==> config.mk <==
export PLATFORM = sky130hd
export DESIGN_NAME = irq_return_unit
export DESIGN_NICKNAME = d
export VERILOG_FILES = /design/src/rtl/irq_return_unit.sv
export SDC_FILE = /design/constraint.sdc
export NUM_CORES = 1
export LEC_CHECK = 0
export BUFFER_PORTS_ARGS = -buffer_cell sky130_fd_sc_hd__clkbuf_2
export CAP_MARGIN = 20
export CORE_AREA = 2 2 126 128
export DETAILED_ROUTE_END_ITERATION = 6
export DIE_AREA = 0 0 128 130
export GPL_TIMING_DRIVEN = 0
export PLACE_DENSITY_LB_ADDON = 0.2
export SLEW_MARGIN = 20
export SYNTH_ARGS = -nofsm -noshare
export SYNTH_HDL_FRONTEND = slang
export SYNTH_SLANG_ARGS = --single-unit
==> constraint.sdc <==
create_clock -name clk -period 3.45 [get_ports clk]
set_input_delay 0.1725 -clock clk [delete_from_list [all_inputs] [get_ports clk]]
set_output_delay 0.1725 -clock clk [all_outputs]
set_load 0.005 [all_outputs]
==> src/rtl/irq_return_unit.sv <==
module irq_return_unit (
  input  logic        clk,
  input  logic        rst_n,
  input  logic        req_valid,
  input  logic [1:0]  req_op,
  input  logic [0:63] msr_in,
  input  logic [0:63] state_src,
  input  logic [0:63] addr_src,
  output logic [0:63] msr_out,
  output logic [0:63] redirect_addr,
  output logic        redirect_valid
);

  localparam logic [1:0] OP_ORD = 2'b00;
  localparam logic [1:0] OP_HYP = 2'b01;
  localparam logic [1:0] OP_VEC = 2'b10;
  localparam logic [1:0] OP_RSV = 2'b11;

  function automatic logic [0:63] copy_mask(input logic hyp);
    logic [0:63] m;
    for (int i = 0; i < 64; i++) begin
      if (hyp)
        m[i] = (i <= 31) || (i == 32) || (i >= 37 && i <= 41) ||
               (i >= 49 && i <= 57) || (i >= 60);
      else
        m[i] = (i <= 2) || (i >= 4 && i <= 32) || (i >= 37 && i <= 41) ||
               (i == 49) || (i == 50) || (i >= 52 && i <= 57) || (i >= 60);
    end
    return m;
  endfunction

  localparam logic [0:63] BASE_MASK = copy_mask(1'b0);
  localparam logic [0:63] HYP_MASK  = copy_mask(1'b1);

  logic        take;
  logic        guard_hold;
  logic [0:63] mask;
  logic [0:63] nxt;

  assign take       = req_valid && (req_op != OP_RSV);
  assign guard_hold = (msr_in[29:31] == 3'b010) && (state_src[29:31] == 3'b000);
  assign mask       = (req_op == OP_HYP) ? HYP_MASK : BASE_MASK;

  always_comb begin
    nxt = msr_in;
    if (req_op == OP_ORD) begin
      nxt[3] = msr_in[3] & state_src[3];
      if (msr_in[3]) nxt[51] = state_src[51];
    end
    if (!guard_hold) begin
      nxt = (nxt & ~mask) | (state_src & mask);
      if (req_op == OP_VEC) begin
        nxt[48] = state_src[49];
        nxt[58] = state_src[49];
        nxt[59] = state_src[49];
      end else begin
        nxt[48] = state_src[48] | state_src[49];
        nxt[58] = state_src[58] | state_src[49];
        nxt[59] = state_src[59] | state_src[49];
      end
    end
  end

  always_ff @(posedge clk) begin
    if (!rst_n) begin
      msr_out        <= '0;
      redirect_addr  <= '0;
      redirect_valid <= 1'b0;
    end else begin
      redirect_valid <= take;
      if (take) begin
        msr_out       <= nxt;
        redirect_addr <= {addr_src[0:61], 2'b00};
      end
    end
  end

endmodule


After elaboration in Yosys (flattened, before gate mapping)
Index checks and enable logic that the tools add are counted.

storage, ports and cells
  register bits = 127
  bits in latches = 0
  bits in writable memories = 0
  memory bits (read-only) = 0
  output and inout port bits = 129
  memories = 0

operators by class
  add/subtract/negate cells = 0
  $mul = 0
  div/mod/pow operators = 0
  order comparisons = 0
  eq/ne operators = 4
  shift-type cells = 0
  muxes and demuxes = 7
  bitwise gates (word level) = 8
  reduce and logical (&&, ||, !) cells = 4

operators with widths
  operator              count
  $and A64 B64 Y64      2
  $mux W64              1
  $not A64 Y64          1
  $or A64 B64 Y64       1
  $mux W61              1
  $mux W1               4
  $eq A3 B2 Y1 const B  1
  $logic_not A3 Y1      1
  $or A1 B1 Y1          3
  $eq A2 B1 Y1 const B  1
  $eq A2 B2 Y1 const B  1
  $logic_and A1 B1 Y1   2
  $logic_not A2 Y1      1
  $mux W2               1
  $ne A2 B2 Y1 const B  1
  $and A1 B1 Y1         1

Longest topological paths before layout
Gate-level depths: netlist (run 1).

  depth in word-level cells = 6
  depth in mapped cells = 6
  mapped depth without buffers = 4

Worst setup path before layout (run 1)
OpenSTA, ideal clock, no wires.

  path kind = input-to-reg
  start = input port msr_in[31] in the netlist's numbering
  end = register msr_out[10] in the netlist's numbering
  data arrival time = 1.453 ns
  required time = 3.314 ns
  path slack = 1.861 ns
  cell stages on the path = 6
  path buffers = 2
  path through = or4b_4 > or3_4 > buf_6 > buf_6 > nand2_1 > a31oi_1

between the ends
  cells in the longest elaborated chain, start to end = 3

RTL lines
  element                 RTL line  text
  start: declaration      6         input logic [0:63] msr_in,
  $eq A3 B2 Y1            41        assign guard_hold = (msr_in[29:31] == 3'b010) && (state_src[29:31] == 3'b000);
  $logic_and A1 B1 Y1     41
  $mux W64                50        if (!guard_hold) begin
  end signal: assignment  72        msr_out <= nxt;
  end: declaration        9         output logic [0:63] msr_out,

Every way passes these cells.
A chain may end at the register's enable or synchronous reset.

Worst setup path in the final report (run 1)
  start = input port req_valid
  end = register msr_out[32] in the netlist's numbering

between the ends
  cells in the longest elaborated chain, start to end = 1

RTL lines
  element              RTL line  text
  start: declaration   4         input logic req_valid,
  $logic_and A1 B1 Y1  40        assign take = req_valid && (req_op != OP_RSV);

Every way passes these cells.

==> impl_metrics.csv, run 1 <==
group,metric,value,unit
run_status,status,"complete, no violations",
worst_setup_path,critPathKind,"input pin to flip-flop",
worst_setup_path,r2r_slack,2.13,ns
routing,drc,0,
die,die-area,16640,sq um
routing,wl_per_cell,14.77,um
clock_network,clk_latency,0.41,ns
worst_hold_path,min-delay-start,"addr_src[20]",
clock_network,cts_tree,"done",
worst_setup_path,crit_chain,"dlygate4sd3_1 > clkbuf_2 > and2_1 > clkbuf_1 > clkbuf_1 > o21ai_0 > a31oi_1 > dlygate4sd3_1",
die,core_area,15420,sq um
yosys,synth_top_cell_by_area,"dfxtp_1",
die,num_rows,46,
sta,whs,0.01508,ns
yosys,synth.distinct_cells,30,
worst_setup_path,cp_max_fo,10,
yosys,synth-simple-area-share,20.63,%
clock_network,clk_path_buf_depth,2,
sta,hold_viol,0,
die,start_util,32.47,%
grt,grt-ovfl-total,0,
sta,max_freq,387.8,MHz
worst_setup_path,endpoint_kind,"flip-flop",
worst_setup_path,worst-path-buf-inv,5,
final_layout,syn2layout_area_growth,78.97,%
clock_network,numCtsBuffers,17,
placement,portBuffers,310,
routing,vias_per_cell,4.634,
sta,finClkSkew,0,ns
worst_setup_path,path_delay_family,"buffers and inverters",
final_layout,antenna_cells,0,
grt,grt_max_degree,17,
routing,drtIter0Drc,210,
clock_network,post_cts_resized,0,
sta,worst_pin_slew,0.6178,ns
worst_hold_path,hold-path-endpoint,"redirect_addr[20]",
final_layout,drive_above_1_share,31.73,%
grt,first_global_vias,6208,
yosys,syn_area,5009,sq um
sta,rsz0062_at_grt,"no",
yosys,synth_compound_area_share,23.31,%
worst_hold_path,whs_path_depth,3,
placement,gp_congestion,0.7895,
yosys,avgSynthCellArea,8.027,sq um
routing,wl,19.40,mm
worst_setup_path,path_depth,8,
yosys,synth-edff-count,0,
die,die_y,130,um
worst_setup_path,slowest_stage,"dlygate4sd3_1",
sta,tns,0,ns
routing,ant_nets,0,
placement,place_hpwl,13.33,mm
sta,period_share,74.75,%
die,io_pins,326,
clock_network,cts.sinks,127,
grt,grt_pass1_wl,29.93,mm
yosys,synth_area_leaders,"dfxtp_1 (51%), nand2_1 (18%), a21boi_0 (11%)",
worst_hold_path,worstHoldPathType,"input pin to flip-flop",
yosys,ys_seq_area_share,50.76,%
final_layout,nFillCells,1394,
yosys,yosysTopAreaCellShare,50.76,%
flow_run,cap_violations,0,
clock_network,cts.clk_slew.worst_paths,0.06,ns
yosys,synthAdderAreaFrac,0,%
sta,setup_viol,0,
clock_network,h-tree-depth,4,
yosys,synth_top_family_by_area,"compound AO/OA/AOI/OAI gates",
yosys,synthMuxAreaShare,0.1999,%
routing,vias,6089,
yosys,synthCells,624,
worst_setup_path,crit_arrival,2.93,ns
power,leakagePower,4.240,nW
worst_setup_path,r2r_start,"msr_out[63]",
worst_setup_path,cp_slowest_stage_delay,0.56,ns
power,irDropWorstVdd,0.0003144,V
worst_setup_path,critical_path_required,3.80,ns
final_layout,nets,1307,
clock_network,ctsRootBufferMaster,"clkbuf_16",
yosys,yosys_warnings,0,
yosys,ys_seq_elements,127,
sta,finalCriticalPeriod,2.579,ns
power,pwr_density_cell,452.7,nW/um^2
worst_setup_path,cp-start-kind,"input pin",
grt,grt_antenna_before_repair,0,
worst_setup_path,rr_endpoint,"msr_out[63]",
routing,dr.pass1.iters,4,
yosys,synth_flop_cell,"dfxtp_1",
grt,track_usage,22.95,%
die,die_w,128,um
worst_setup_path,r2r_cells,3,
yosys,synthArstFlopShare,0,%
sta,maxSlewViolCount,0,
sta,maxSlewHeadroom,58.82,%
yosys,synth_xor_area_share,0,%
[where the power goes]
group          switching, W  internal [W]  leakage, nW
clock network      0.000663       0.00117        0.277
registers         0.0000480       0.00156         1.05
logic              0.000273      0.000343         2.92
[worst reg2reg max path: cells and delay by family (launching register included)]
kind | cells | cell delay, ns
flip-flops | 1 | 0.31
AO/OA/AOI/OAI | 2 | 0.29
buffers and inverters | 1 | 0.60
[metal layers]
metal | up-vias | track usage, % | wire length, um
met5 | - | 0 | 0
met4 | 0 | 10.02 | 530
met3 | 42 | 7.421 | 1435
met2 | 245 | 41.77 | 9805
met1 | 2729 | 24.42 | 7631
li1 | 3073 | - | -
[kinds of logic (layout without fill, tap and decap cells)]
family	count (synthesis)	after routing
AOI/OAI and AO/OA	180	180
buffers and inverters	55	552
DFF	127	127
muxes	1	1
other	1	2
and+or+nand+nor	260	260
[registers in the layout, indices dropped and copies added, names as in the netlist]
name            count
msr_out            64
redirect_valid      1
redirect_addr      62
[worst max path at each step]
stage / startpoint / to / slack [ns]
finish: req_valid / msr_out[32] / 0.87
global route: req_valid / msr_out[32] / 0.57
CTS: req_valid / msr_out[32] / 0.79
detailed placement: req_op[0] / msr_out[32] / 1.41
global placement: req_op[0] / msr_out[27] / 1.49
floorplan: msr_in[31] / msr_out[10] / 1.86
[cells in the mapped netlist, types with 2 or more instances]
cell type and n:
dfxtp_1 127, buf_1 7, inv_1 2, nor3_1 2, nand2_1 244, a31oi_1 47
o21ai_0 49, nand3_1 3, nand4_1 3, clkbuf_1 34, o311ai_0 3, buf_4 2
a21boi_0 74, a21oi_1 3, buf_6 4, buf_2 6
[what timing repair did]
item                      4_1_cts  5_1_grt
hold endpoints to repair      117        0
hold buffers                  156        0
setup buffers                   0        0
[cell usage in the layout, fill, tap and decap left out, types with 4 or more instances in the layout]
cell	n
buf_6	4
nand2_1	244
o21ai_0	49
clkbuf_2	310
clkbuf_16	17
buf_2	6
dlygate4sd3_1	156
clkbuf_1	36
a21boi_0	74
dfxtp_1	127
a31oi_1	47
buf_1	7
clkinvlp_4	5
[layout make-up]
type | instances | area [sq um] | share of cell area, %
timing repair buffer | 466 | 3113 | 34.73
buffer | 53 | 244.0 | 2.722
inverter | 2 | 7.507 | 0.08375
clock inverter | 10 | 137.6 | 1.535
multi-input combinational | 443 | 2218 | 24.75
sequential | 127 | 2542 | 28.36
tap | 192 | 240.2 | 2.680
clock buffer | 21 | 460.4 | 5.137
[through the flow]
stage / instance area, sq um / instances / utilization, % / setup WS [ns] / total power (W)
floorplan: 5012 / 625 / - / 1.861 / 0.001826
global placement: 6804 / 1127 / 44.11 / 1.488 / 0.002095
detailed placement: 6804 / 1127 / 44.11 / 1.414 / 0.002097
CTS: 8964 / 1314 / 58.11 / 0.7890 / 0.004087
global route: 8964 / 1314 / 58.11 / 0.5721 / 0.004231
finish: 8964 / 1314 / 58.11 / 0.8711 / 0.004058
Power figures use the tool's default switching activity.
==> run 2, diff against run 1 <==
==> constraint.sdc (replaced) <==
create_clock -name clk -period 2.5 [get_ports clk]
set_input_delay 0.125 -clock clk [delete_from_list [all_inputs] [get_ports clk]]
set_output_delay 0.125 -clock clk [all_outputs]
set_load 0.005 [all_outputs]
==> run 2 against run 1 <==
Net effect:
- the flow now finishes with violations (negative hold slack)
- core utilization grew 0.64 points
- register-to-register slack got worse by 0.93 ns
- global-route usage rose by 0.42 points
- die area unchanged
- clock skew unchanged
- combinational power rose by 40%
- via count up 1.4%
- non-clock buffer count grew 8
- highest routed layer unchanged
==> impl_metrics.csv, run 2 (synthesis gave the netlist of run 1 again) <==
group,metric,value,unit
sta,hold_viol,3,
grt,grt_pass1_wl,30.47,mm
die,num_rows,46,
grt,first_global_vias,6307,
clock_network,numCtsBuffers,17,
clock_network,ctsRootBufferMaster,"clkbuf_16",
power,leakagePower,4.296,nW
grt,grt-ovfl-total,0,
worst_setup_path,path_delay_family,"buffers and inverters",
worst_setup_path,cp_max_fo,10,
clock_network,cts.clk_slew.worst_paths,0.05,ns
power,p_comb_share,15.4,%
clock_network,post-cts-setup-buffers,0,
die,die_y,130,um
placement,gp_congestion,0.7895,
final_layout,layout_commonest_cell,"clkbuf_2",
sta,setup_viol,0,
routing,wl,19.78,mm
routing,ant_nets,0,
worst_hold_path,worstHoldPathType,"input pin to flip-flop",
grt,grt_max_degree,17,
sta,maxSlewViolCount,0,
routing,vias_per_cell,4.670,
routing,wl_per_cell,14.96,um
worst_setup_path,cp-start-kind,"input pin",
worst_setup_path,critical_path_required,2.80,ns
final_layout,syn2layout_area_growth,80.94,%
die,die-area,16640,sq um
clock_network,clk_path_buf_depth,2,
power,p_sw,0.001368,W
power,seqPwrFrac,39.6,%
final_layout,mostFrequentLayoutCells,"clkbuf_2 (310), nand2_1 (244), dlygate4sd3_1 (162), dfxtp_1 (127), a21boi_0 (74)",
routing,drtIter0Drc,213,
grt,track_usage,23.37,%
final_layout,drive_above_1_share,31.50,%
final_layout,final_util,58.75,%
power,total_power,0.005618,W
final_layout,nFillCells,1369,
power,pwr_density_cell,619.9,nW/um^2
worst_setup_path,slowest_stage,"dlygate4sd3_1",
routing,drc,0,
clock_network,clk_latency,0.41,ns
sta,setup_ws,0.05530,ns
worst_setup_path,cp_slowest_stage_delay,0.58,ns
worst_setup_path,critPathKind,"input pin to flip-flop",
run_status,status,"complete, but fails checks",
final_layout,antenna_cells,0,
final_layout,regMostFlops,"msr_out",
routing,dr.pass1.iters,4,
power,clockPowerShare,45.0,%
final_layout,seqCellArea,2542,sq um
final_layout,largestRegisters,"msr_out (64), redirect_addr (62), redirect_valid (1)",
routing,vias,6174,
worst_setup_path,endpoint_kind,"flip-flop",
die,start_util,32.47,%
power,irDropWorstVdd,0.0004416,V
worst_setup_path,worst-path-buf-inv,5,
placement,place_hpwl,13.33,mm
sta,rsz0062_at_grt,"yes",
power,p_sw_share,24.35,%
final_layout,largest_register_ffs,64,
sta,finClkSkew,0,ns
worst_setup_path,path_common_cell,"dlygate4sd3_1",
sta,maxSlewHeadroom,59.44,%
placement,portBuffers,310,
die,io_pins,326,
clock_network,cts_tree,"done",
clock_network,cts.sinks,127,
placement,pre_cts_ws,0.5113,ns
grt,grt_antenna_before_repair,0,
final_layout,multi_input_area,2218,sq um
flow_run,cap_violations,0,
sta,max_freq,409.0,MHz
sta,whs,-0.04162,ns
worst_setup_path,crit_arrival,2.74,ns
final_layout,nets,1315,
sta,finalCriticalPeriod,2.445,ns
worst_setup_path,crit_chain,"dlygate4sd3_1 > clkbuf_2 > or4b_4 > or3_4 > buf_8 > buf_6 > nand2_1 > a31oi_1 > dlygate4sd3_1",
power,p_int,0.004250,W
die,die_w,128,um
run_status,failed_checks,"negative hold slack",
clock_network,h-tree-depth,4,
die,core_area,15420,sq um
sta,worst_pin_slew,0.6083,ns
sta,tns,0,ns
sta,period_share,97.79,%
## run 2: changes by cell type in the layout (fill, tap and decap cells not counted), sizes merged
cell and change:
dlymetal6s4s +2, buf -4, dlygate4sd3 +6, clkbuf +4
## run 2: cell type report
class | count | share of cell area, %
Sequential cell | 127 | 28.05
Inverter | 2 | 0.08284
Clock inverter | 10 | 1.519
Tap cell | 192 | 2.651
Timing Repair Buffer | 474 | 35.29
Buffer | 53 | 2.844
Multi-Input combinational cell | 443 | 24.48
Clock buffer | 21 | 5.081
## run 2: worst register-to-register path, stage by stage (launching register included)
cell and delay [ns]:
dfxtp_1 0.32, o21ai_0 0.20, a31oi_1 0.07, dlygate4sd3_1 0.60
## run 2: power by group through the flow
stage	Sequential, W	Clock [W]	Combinational (W)
finish	0.00222	0.00253	0.000864
global route	0.00224	0.00266	0.000957
CTS	0.00222	0.00258	0.000863
detailed placement	0.00226	0	0.000630
global placement	0.00226	0	0.000629
floorplan	0.00227	0	0.000248
## run 2: worst paths after layout
| check | startpoint | end | slack (ns) | cells past startpoint |
|---|---|---|---|---|
| setup / recovery | state_src[31] | msr_out[5] | 0.06 | 9 |
| setup reg to reg | msr_out[15] | msr_out[15] | 1.20 | 3 |
| hold reg to reg | redirect_addr[14] | redirect_addr[14] | 0.46 | 2 |
| hold / removal | msr_in[60] | msr_out[60] | -0.04 | 3 |
## run 2: routing by layer
| layer | vias up | global-route usage [%] | part of all wire [%] |
|---|---|---|---|
| met2 | 260 | 42.88 | 51 |
| met5 | - | 0 | 0 |
| met3 | 46 | 7.339 | 7.5 |
| met1 | 2775 | 24.83 | 39 |
| li1 | 3093 | - | - |
| met4 | 0 | 9.955 | 2.9 |
## run 2: through the flow
| stage | area [sq um] | hold WS (ns) | instances |
|---|---|---|---|
| 6_report | 9062 | -0.04162 | 1322 |
| 5_1_grt | 9062 | 0.01177 | 1322 |
| 4_1_cts | 9104 | 0.003657 | 1328 |
| 3_5_place_dp | 6804 | 0.3671 | 1127 |
| 3_3_place_gp | 6804 | 0.3617 | 1127 |
| 2_1_floorplan | 5012 | 0.2341 | 625 |
## run 2: timing repair
item                                   CTS  global route
hold buffers                           170             2
endpoints found under the hold margin  124             2
gates resized for setup                  0             7
setup endpoints to repair                0            15
==> run 3, diff against run 2 <==
--- a/config.mk
+++ b/config.mk
@@ -7,9 +7,10 @@
 export LEC_CHECK = 0
 export BUFFER_PORTS_ARGS = -buffer_cell sky130_fd_sc_hd__clkbuf_2
 export CAP_MARGIN = 20
-export CORE_AREA = 2 2 126 128
+export CORE_ASPECT_RATIO = 0.7
+export CORE_UTILIZATION = 35
 export DETAILED_ROUTE_END_ITERATION = 6
-export DIE_AREA = 0 0 128 130
+export GPL_ROUTABILITY_DRIVEN = 0
 export GPL_TIMING_DRIVEN = 0
 export PLACE_DENSITY_LB_ADDON = 0.2
 export SLEW_MARGIN = 20
==> run 3 against run 2 <==
Net effect:
- the flow still finishes with violations (negative hold slack)
- global-route usage rose by 2.1 points
- highest routed layer unchanged
- power fell by 2.5%
- clock-buffer cell count fell by 3
- fmax fell by 1.3%
- die area fell by 11%
- critical path type unchanged
- core utilization rose by 5.6 points
==> impl_metrics.csv, run 3 (synthesis gave the netlist of run 1 again) <==
group,metric,value,unit
sta,finalCriticalPeriod,2.478,ns
final_layout,syn2layout_area_growth,79.47,%
clock_network,numCtsBuffers,17,
final_layout,nFillCells,1230,
die,die_w,145.0,um
routing,wl_per_cell,14.56,um
placement,placed_cells,1125,
die,start_util,35.87,%
flow_run,cap_violations,0,
clock_network,cts_tree,"done",
power,p_comb_share,15.6,%
sta,whs,-0.03020,ns
sta,max_freq,403.6,MHz
die,core_area,13960,sq um
sta,hold_viol,9,
final_layout,regMostFlops,"msr_out",
routing,ant_nets,0,
die,io_pins,326,
final_layout,layout_commonest_cell,"clkbuf_2",
worst_hold_path,worstHoldPathType,"input pin to flip-flop",
die,die_y,102.1,um
clock_network,ctsRootBufferMaster,"clkbuf_16",
final_layout,multi_input_area,2218,sq um
die,num_rows,36,
power,irDropWorstVdd,0.0003973,V
sta,period_share,99.10,%
routing,dr.pass1.iters,5,
power,pwr_density_cell,609.3,nW/um^2
power,total_power,0.005477,W
grt,track_usage,25.49,%
worst_setup_path,cp-start-kind,"input pin",
final_layout,largest_register_ffs,64,
power,clockPowerShare,43.8,%
worst_setup_path,crit_arrival,2.77,ns
final_layout,drive_above_1_share,32.15,%
clock_network,cts.clk_slew.worst_paths,0.06,ns
worst_hold_path,whs_path_depth,3,
final_layout,antenna_cells,0,
routing,drtIter0Drc,276,
grt,grt_pass1_wl,29.89,mm
final_layout,layout.cells.non_filler,1316,
worst_setup_path,cp_max_fo,10,
worst_setup_path,critical_path_required,2.79,ns
sta,maxSlewHeadroom,52.37,%
worst_setup_path,r2r_cells,3,
worst_setup_path,critPathKind,"input pin to flip-flop",
final_layout,largestRegisters,"msr_out (64), redirect_addr (62), redirect_valid (1)",
routing,wl,19.16,mm
placement,pre_cts_ws,0.6362,ns
routing,vias,6241,
sta,worst_pin_slew,0.7145,ns
die,die-area,14800,sq um
clock_network,cts.sinks,127,
power,seqPwrFrac,40.6,%
grt,grt_max_degree,17,
placement,portBuffers,310,
routing,vias_per_cell,4.742,
clock_network,clk_latency,0.40,ns
grt,first_global_vias,6012,
power,p_int,0.004041,W
final_layout,seqCellArea,2542,sq um
worst_setup_path,endpoint_kind,"flip-flop",
power,p_sw,0.001437,W
placement,place_hpwl,12.64,mm
clock_network,h-tree-depth,4,
run_status,status,"complete, but fails checks",
power,p_sw_share,26.23,%
sta,maxSlewViolCount,0,
sta,finClkSkew,0,ns
grt,grt-ovfl-total,0,
sta,setup_ws,0.02240,ns
power,leakagePower,4.270,nW
final_layout,mostFrequentLayoutCells,"clkbuf_2 (312), nand2_1 (244), dlygate4sd3_1 (156), dfxtp_1 (127), a21boi_0 (74)",
sta,tns,0,ns
sta,setup_viol,0,
final_layout,nets,1310,
grt,grt_antenna_before_repair,0,
clock_network,clk_path_buf_depth,2,
run_status,failed_checks,"negative hold slack",
routing,drc,0,
-- run 3: cell types whose count changed in the layout (fill, tap and decap cells not counted), moves of 3 or more --
cell,before,now
dlygate4sd3_1,162,156
inv_6,0,5
clkbuf_1,36,32
clkinv_4,0,3
clkbuf_4,4,1
buf_2,2,5
-- run 3: metrics by stage --
stage	util [%]	area, sq um
6_report	64.37	8989
5_1_grt	64.37	8989
4_1_cts	64.85	9055
3_5_place_dp	48.71	6802
3_3_place_gp	48.71	6802
2_1_floorplan	-	5012
-- run 3: worst paths after layout --
check | startpoint | end | slack [ns]
min reg2reg | redirect_addr[54] | redirect_addr[54] | 0.46
max | state_src[31] | msr_out[4] | 0.02
max reg2reg | msr_out[14] | msr_out[14] | 1.21
min | msr_in[28] | msr_out[28] | -0.03
-- run 3: repair_timing --
action,CTS,global route
endpoints found under the setup margin,0,45
setup buffers,0,1
gates resized for setup,0,8
hold buffers,168,6
endpoints found under the hold margin,123,6
-- run 3: final cells by class --
| type | count | area share, % |
|---|---|---|
| clock buffer | 18 | 4.886 |
| buffer | 53 | 2.812 |
| inverter | 2 | 0.08352 |
| sequential | 127 | 28.29 |
| multi-input combinational | 443 | 24.68 |
| tap | 190 | 2.645 |
| timing repair buffer | 469 | 35.13 |
| clock inverter | 14 | 1.475 |
-- run 3: power by group through the flow --
stage / combinational (W) / clock [W] / sequential (W)
after global routing: 0.000944 / 0.00254 / 0.00224
after CTS: 0.000855 / 0.00243 / 0.00222
after floorplan: 0.000248 / 0 / 0.00227
after global placement: 0.000625 / 0 / 0.00226
after detailed placement: 0.000625 / 0 / 0.00226
final: 0.000854 / 0.00240 / 0.00223
-- run 3: per-layer routing --
layer  GRT usage, %  share of wire, %
met5              0                 0
met4          10.64               2.7
met3          6.652               6.3
met2          43.57                47
met1          30.88                44
-- run 3: critical path, cell delays in order --
cell,delay (ns)
dlygate4sd3_1,0.54
clkbuf_2,0.12
or4b_4,0.55
or3_4,0.38
buf_8,0.17
buf_6,0.14
nand2_1,0.07
a31oi_1,0.08
dlygate4sd3_1,0.58
